File: src/rtl/nfu_pkg.sv
package nfu_pkg;
   typedef enum logic {
      NPC_SEQ    = 1'b0,
      NPC_BRANCH = 1'b1
   } npc_mode_e;
endpackage

File: src/rtl/nfu_adder.sv
module nfu_adder #(
   parameter int W = 32
) (
   input  logic [W-1:0] a,
   input  logic [W-1:0] b,
   output logic [W-1:0] sum
);
   // carry out dropped on purpose: address space wraps
   assign sum = a + b;
endmodule

File: src/rtl/nfu_offset.sv
module nfu_offset #(
   parameter int IMM_W  = 16,
   parameter int ADDR_W = 32,
   parameter int ALIGN  = 2
) (
   input  logic [IMM_W-1:0]  imm,
   output logic [ADDR_W-1:0] off
);
   localparam int EXT_W = ADDR_W - IMM_W;

   logic [ADDR_W-1:0] sx;

   assign sx  = {{EXT_W{imm[IMM_W-1]}}, imm};
   assign off = sx << ALIGN;
endmodule

File: src/rtl/nfu_pc_reg.sv
module nfu_pc_reg #(
   parameter int               ADDR_W   = 32,
   parameter logic [ADDR_W-1:0] RESET_PC = '0
) (
   input  logic              clk,
   input  logic              rst,
   input  logic [ADDR_W-1:0] d,
   output logic [ADDR_W-1:0] q
);
   always_ff @(posedge clk) begin
      if (rst) q <= RESET_PC;
      else     q <= d;
   end
endmodule

File: src/rtl/fetch_next_pc.sv
module fetch_next_pc #(
   parameter int ADDR_W       = 32,
   parameter int IMM_W        = 16,
   parameter int INSTR_W      = 32,
   parameter int STEP         = 4,
   parameter int TARGET_CHAIN = 1
) (
   input  logic               clk,
   input  logic               rst,
   input  logic               br_sel,
   input  logic               alu_zero,
   input  logic [IMM_W-1:0]   imm,
   input  logic [INSTR_W-1:0] imem_rdata,
   output logic [ADDR_W-1:0]  pc,
   output logic [INSTR_W-1:0] instr
);
   import nfu_pkg::*;

   localparam int                ALIGN  = $clog2(STEP);
   localparam logic [ADDR_W-1:0] STEP_V = ADDR_W'(STEP);

   // elaboration-time parameter checks
   if (STEP < 2 || (1 << ALIGN) != STEP) begin : g_bad_step
      $error("fetch_next_pc: STEP must be a power of two of at least 2");
   end
   if (IMM_W + ALIGN >= ADDR_W) begin : g_bad_imm
      $error("fetch_next_pc: shifted immediate must be narrower than ADDR_W");
   end
   if (TARGET_CHAIN != 0 && TARGET_CHAIN != 1) begin : g_bad_var
      $error("fetch_next_pc: TARGET_CHAIN must be 0 or 1");
   end

   logic [ADDR_W-1:0] pc_inc;
   logic [ADDR_W-1:0] br_off;
   logic [ADDR_W-1:0] br_target;
   logic [ADDR_W-1:0] pc_next;
   npc_mode_e         mode;

   nfu_adder #(.W(ADDR_W)) u_inc (
      .a   (pc),
      .b   (STEP_V),
      .sum (pc_inc)
   );

   nfu_offset #(.IMM_W(IMM_W), .ADDR_W(ADDR_W), .ALIGN(ALIGN)) u_off (
      .imm (imm),
      .off (br_off)
   );

   if (TARGET_CHAIN == 1) begin : g_chain
      // offset added after the increment: two adders in series
      nfu_adder #(.W(ADDR_W)) u_tgt (
         .a   (pc_inc),
         .b   (br_off),
         .sum (br_target)
      );
   end else begin : g_parallel
      // step folded into the offset, which does not wait on the PC
      logic [ADDR_W-1:0] off_step;
      nfu_adder #(.W(ADDR_W)) u_fold (
         .a   (br_off),
         .b   (STEP_V),
         .sum (off_step)
      );
      nfu_adder #(.W(ADDR_W)) u_tgt (
         .a   (pc),
         .b   (off_step),
         .sum (br_target)
      );
   end

   assign mode    = (br_sel && alu_zero) ? NPC_BRANCH : NPC_SEQ;
   assign pc_next = (mode == NPC_BRANCH) ? br_target : pc_inc;

   nfu_pc_reg #(.ADDR_W(ADDR_W), .RESET_PC('0)) u_pc (
      .clk (clk),
      .rst (rst),
      .d   (pc_next),
      .q   (pc)
   );

   assign instr = imem_rdata;
endmodule

File: config.mk
export PLATFORM = sky130hd
export DESIGN_NAME = fetch_next_pc
export DESIGN_NICKNAME = d
export VERILOG_FILES = /design/src/rtl/nfu_pkg.sv /design/src/rtl/nfu_adder.sv /design/src/rtl/nfu_offset.sv /design/src/rtl/nfu_pc_reg.sv /design/src/rtl/fetch_next_pc.sv
export SDC_FILE = /design/constraint.sdc
export NUM_CORES = 1
export LEC_CHECK = 0
export CAP_MARGIN = 20
export CORE_ASPECT_RATIO = 1.25
export CORE_MARGIN = 1.5
export CORE_UTILIZATION = 45
export CTS_BUF_LIST = sky130_fd_sc_hd__clkbuf_8
export DETAILED_ROUTE_END_ITERATION = 6
export DONT_BUFFER_PORTS = 1
export GPL_ROUTABILITY_DRIVEN = 0
export PLACE_DENSITY = 0.66
export RECOVER_POWER = 50
export SKIP_CTS_REPAIR_TIMING = 1
export SYNTH_ARGS = -nofsm -noshare
export SYNTH_HDL_FRONTEND = slang
export SYNTH_SLANG_ARGS = --single-unit
File: constraint.sdc
create_clock -name clk -period 4.6 [get_ports clk]
set_clock_uncertainty 0.15 [all_clocks]
set_input_delay 0.69 -clock clk [delete_from_list [all_inputs] [get_ports clk]]
set_output_delay 0.69 -clock clk [all_outputs]
set_load 0.01 [all_outputs]
==> results.json, run 1 <==
{
  "grt_start_max_net_pins": 41,
  "ys_seq_elements": 30,
  "wire_per_inst_um": 17.5,
  "nNetsFinal": 493,
  "hold_path.class": "primary input to flip-flop",
  "period_minus_slack_ns": 4.24,
  "clk_latency_ns": 0.29,
  "numCtsBuffers": 5,
  "drv_slew": 0,
  "ant_nets": 0,
  "drt_iter0_markers": 168,
  "drive_above_1_share_pct": 5.20,
  "drv_cap": 0,
  "synth_area_leader_cell": "dfxtp_1",
  "p_switching_uw": 346,
  "multi_input_area_um2": 2500,
  "hpwl_um": 6510,
  "leakage_uw": 0.00145,
  "yosysWarnings": 0,
  "relSlewSlack_pct": 50.4,
  "clock_sinks": 30,
  "comb_power_share_pct": 36.0,
  "post-place-ws_ns": 0.435,
  "seqPwrFrac_pct": 35.1,
  "clockPowerShare_pct": 29.0,
  "grt_usage_pct": 22.5,
  "largest_register": "u_pc.q",
  "status": "completed",
  "wl_um": 8700,
  "nFillCells": 767,
  "grt_use_met2_pct": 36.8,
  "rsz0062_at_grt": "false",
  "final_hold_viol_count": 0,
  "worstPathMaxFanout": 6,
  "via_per_inst": 6.00,
  "regArea_um2": 601,
  "fp.dieW_um": 81.6,
  "clk_pin_slew_ns": 0.08,
  "die_area_um2": 8270,
  "cts.path.max_buffers": 2,
  "sw_frac_of_total_pct": 37.5,
  "crit_path_start_kind": "flip-flop",
  "synth_seq_area_share_pct": 17.3,
  "grt_pass1_wl_um": 14500,
  "ys_top_cells_by_area": "dfxtp_1, ha_1, xnor2_1",
  "grt_pass1_vias": 2948,
  "tritoncts": "yes",
  "post_dp_cell_area_um2": 3260,
  "use_met1_pct": 28.5,
  "finalCritPeriodShare_pct": 92.1,
  "syn_area_um2": 3480,
  "synth_top_area_share_pct": 17.3,
  "drc": 0,
  "postLayoutCellArea_um2": 3370,
  "grt-ovfl-total": 0,
  "tns_ns": 0,
  "vias": 2976,
  "largest_register_ffs": 30,
  "htree_levels": 2,
  "peakVddDrop_uv": 104,
  "final_util_pct": 45.2,
  "synth_ff_type": "dfxtp_1",
  "worstPathArrival_ns": 4.27,
  "ios": 116,
  "gr-usage-met3_pct": 3.60,
  "die_h_um": 101,
  "rows": 35,
  "max_freq_mhz": 236,
  "root_buffer": "clkbuf_8",
  "antenna_cells": 0,
  "coreArea_um2": 7440,
  "syn_inst": 443,
  "p_per_area_nw_per_um2": 274,
  "synth-edff-count": 0,
  "internal-power_uw": 577,
  "area_growth_pct": -3.17,
  "io_buffers": 0,
  "start_util_pct": 46.7,
  "async_reset_ff_share_pct": 0,
  "required_ns": 4.63,
  "tightest_slew_ns": 0.741,
  "first_pass_iters": 4,
  "cp-end-kind": "flip-flop",
  "fin_ws_ns": 0.362,
  "top_regs": "u_pc.q x30",
  "syn-mean-instance-area_um2": 7.85,
  "antenna_found_initial": 0,
  "grt-busiest-layer": "met2",
  "timing_worst_setup_path_type": "flip-flop to flip-flop",
  "finalSetupViolCount": 0,
  "synthDistinctLibCells": 55
}
==> critical path: stages, from the launching register on <==
cell	delay, ns
dfxtp_1	0.48
and4_1	0.31
and4_1	0.23
and2_1	0.34
nand2_1	0.12
xnor2_1	0.17
ha_1	0.41
nand4_1	0.15
nor4_2	0.23
nor2_1	0.12
a2111oi_2	0.49
o211ai_1	0.28
a21boi_2	0.28
a311oi_1	0.12
a221o_1	0.27
==> cells in the final DEF, fill, tap and decap left out, drive strengths merged, types with 2 or more instances in the layout <==
cell type  count
nand2         44
xnor2         41
ha            37
dfxtp         30
nor2          29
a21oi         25
a21o          23
o21ai         20
nand4         17
a211oi        16
nand3         15
nor3          10
xor2           8
clkbuf         8
inv            7
and3           6
o211ai         6
and4           5
o21a           5
a31oi          5
nand3b         5
and2           5
nand2b         4
nor2b          4
a2111oi        2
o31ai          2
a22oi          2
a221o          2
conb           2
buf            2
a21boi         2
==> Yosys cell counts, types with 5 or more instances <==
cell type  count
nand2_1       44
xnor2_1       41
ha_1          37
buf_4         36
dfxtp_1       30
nor2_1        29
a21oi_1       25
a21o_1        23
nand4_1       17
o21ai_0       16
a211oi_1      15
nand3_1       15
clkbuf_1      10
nor3_1        10
xor2_1         8
inv_1          7
and3_1         6
o211ai_1       6
a31oi_1        5
and4_1         5
nand3b_1       5
o21a_1         5
==> cells by family after synthesis <==
logic type	share of synthesized area (%)
simple gates	22.1
compound gates	23.4
buf+inv	10.9
xor+xnor	12.3
fa+ha+maj	13.9
flops	17.3
other cells	0.108
==> path summary, 6_finish.rpt <==
kind                   start         end  slack [ns]  cells after the start
hold reg to reg   u_pc.q[22]  u_pc.q[22]        0.54                      3
setup / recovery   u_pc.q[4]  u_pc.q[29]        0.36                     14
setup reg to reg   u_pc.q[4]  u_pc.q[29]        0.36                     14
hold / removal           rst   u_pc.q[2]        0.32                      1
==> per-stage QoR <==
step | hold WS (ns) | instances | total power (uW)
after floorplan | 0.477 | 444 | 635
after global placement | 0.526 | 488 | 653
after detailed placement | 0.529 | 488 | 658
after CTS | 0.307 | 496 | 925
after global routing | 0.308 | 496 | 987
final | 0.325 | 496 | 923
==> power groups by stage <==
stage	logic (uW)	registers, uW	clock network [uW]
6_report	332	324	267
5_1_grt	377	328	283
4_1_cts	330	324	270
3_5_place_dp	328	330	0
3_3_place_gp	323	330	0
2_1_floorplan	314	322	0
==> routing by layer <==
metal	routed length (um)	vias up
met3	552	17
met5	0	-
met4	191	0
met2	4230	72
li1	-	1493
met1	3720	1394
==> final cells by class <==
type / count / share of cell area, %
tap: 92 / 3.42
sequential: 30 / 17.8
clock buffer: 8 / 3.27
inverter: 7 / 0.780
multi-input combinational: 357 / 74.3
timing repair buffer: 2 / 0.446
(Power assumes the default switching activity.)
==> inputs of run 2 (changes only) <==
--- a/config.mk
+++ b/config.mk
@@ -14,7 +14,7 @@
 export DONT_BUFFER_PORTS = 1
 export GPL_ROUTABILITY_DRIVEN = 0
 export PLACE_DENSITY = 0.66
-export RECOVER_POWER = 50
+export RECOVER_POWER = 100
 export SKIP_CTS_REPAIR_TIMING = 1
 export SYNTH_ARGS = -nofsm -noshare
 export SYNTH_HDL_FRONTEND = slang
==> results.json, run 2 (synthesis gave the netlist of run 1 again) <==
{
  "tns_ns": 0,
  "r2r_slack_ns": 0.34,
  "top_regs": "u_pc.q x30",
  "p_switching_uw": 347,
  "fp.dieW_um": 81.6,
  "vias": 3015,
  "via_per_inst": 6.08,
  "r2r-start": "u_pc.q[4]",
  "final_hold_viol_count": 0,
  "relSlewSlack_pct": 49.8,
  "coreArea_um2": 7440,
  "wl_um": 8730,
  "numCtsBuffers": 5,
  "largest_register_ffs": 30,
  "worstSetupStartpoint": "u_pc.q[4]",
  "grt_usage_pct": 22.5,
  "finalCritPeriodShare_pct": 92.5,
  "die_h_um": 101,
  "io_buffers": 0,
  "root_buffer": "clkbuf_8",
  "fin_ws_ns": 0.344,
  "rr_endpoint": "u_pc.q[29]",
  "tritoncts": "yes",
  "cp-end-kind": "flip-flop",
  "hp-start": "rst",
  "crit_path_start_kind": "flip-flop",
  "worstHoldPathCells": 1,
  "rows": 35,
  "wire_per_inst_um": 17.6,
  "tightest_slew_ns": 0.750,
  "rsz0062_at_grt": "false",
  "clk_pin_slew_ns": 0.08,
  "htree_levels": 2,
  "grt_start_max_net_pins": 41,
  "status": "completed",
  "die_area_um2": 8270,
  "cts.path.max_buffers": 2,
  "finalSetupViolCount": 0,
  "required_ns": 4.64,
  "post-place-ws_ns": 0.435,
  "max_freq_mhz": 235,
  "worstPathArrival_ns": 4.29,
  "drc": 0,
  "clockPowerShare_pct": 29.0,
  "hpwl_um": 6510,
  "sw_frac_of_total_pct": 37.6,
  "worstPathMaxFanout": 6,
  "leakage_uw": 0.00145,
  "grt-ovfl-total": 0,
  "grt_pass1_vias": 2948,
  "p_per_area_nw_per_um2": 274,
  "clock_sinks": 30,
  "drt_iter0_markers": 173,
  "peakVddDrop_uv": 104,
  "period_minus_slack_ns": 4.26,
  "nNetsFinal": 493,
  "final_common_cell": "nand2_1",
  "grt_pass1_wl_um": 14500,
  "start_util_pct": 46.7,
  "drive_above_1_share_pct": 4.95,
  "antenna_cells": 0,
  "drv_slew": 0,
  "area_growth_pct": -3.27,
  "seqPwrFrac_pct": 35.1,
  "ant_nets": 0,
  "drv_cap": 0,
  "timing_worst_setup_path_type": "flip-flop to flip-flop",
  "nFillCells": 768,
  "r2r_cells": 14,
  "first_pass_iters": 4,
  "final_cell_mix": "nand2_1, xnor2_1, ha_1",
  "ios": 116,
  "clk_latency_ns": 0.29,
  "antenna_found_initial": 0,
  "internal-power_uw": 576,
  "hold-path-endpoint": "u_pc.q[2]",
  "hold_path.class": "primary input to flip-flop",
  "comb_power_share_pct": 35.9,
  "largest_register": "u_pc.q"
}
==> run 2: stage by stage <==
| stage | power [uW] | instances | hold WS [ns] | cell area [um2] | util, % |
|---|---|---|---|---|---|
| 2_1_floorplan | 635 | 444 | 0.477 | 3480 | - |
| 3_3_place_gp | 653 | 488 | 0.526 | 3260 | 43.8 |
| 3_5_place_dp | 658 | 488 | 0.529 | 3260 | 43.8 |
| 4_1_cts | 925 | 496 | 0.307 | 3370 | 45.2 |
| 5_1_grt | 987 | 496 | 0.308 | 3360 | 45.2 |
| 6_report | 923 | 496 | 0.320 | 3360 | 45.2 |
==> run 2: worst max-delay path: stages (launching register included) <==
cell and delay [ns]:
dfxtp_1 0.48, and4_1 0.31, and4_1 0.23, and2_1 0.34, nand2_1 0.12, xnor2_1 0.17
ha_1 0.41, nand4_1 0.15, nor4_2 0.23, nor2_1 0.12, a2111oi_2 0.49, o211ai_1 0.28
a21boi_2 0.29, a311oi_1 0.12, a221o_1 0.27
==> run 2: worst max path at each step <==
| stage | slack, ns | endpoint | cells after the start |
|---|---|---|---|
| finish | 0.34 | u_pc.q[29] | 14 |
| global route | 0.06 | u_pc.q[31] | 14 |
| CTS | 0.41 | u_pc.q[29] | 14 |
| detailed placement | 0.43 | u_pc.q[29] | 14 |
| global placement | 0.47 | u_pc.q[29] | 14 |
| floorplan | 0.98 | u_pc.q[31] | 16 |
==> run 2: cell type report <==
type                       count  area (um2)  share of cell area (%)
timing repair buffer           2        11.3                   0.335
sequential                    30         601                    17.9
inverter                       7        26.3                   0.781
multi-input combinational    357        2500                    74.3
clock buffer                   8         110                    3.27
tap                           92         115                    3.42
==> run 2: power groups by stage <==
stage          Sequential (uW)  Clock (uW)  Combinational, uW
5_1_grt                    328         283                376
6_report                   324         268                331
3_5_place_dp               330           0                328
2_1_floorplan              322           0                314
4_1_cts                    324         270                330
3_3_place_gp               330           0                323
==> run 2: layer usage <==
layer / global-route usage, % / vias to the layer above / part of all wire [%]
met5: 0 / - / 0
met4: 10.6 / 0 / 2.3
met3: 3.60 / 17 / 5.8
met2: 36.8 / 85 / 48
met1: 28.5 / 1420 / 44
li1: - / 1493 / -
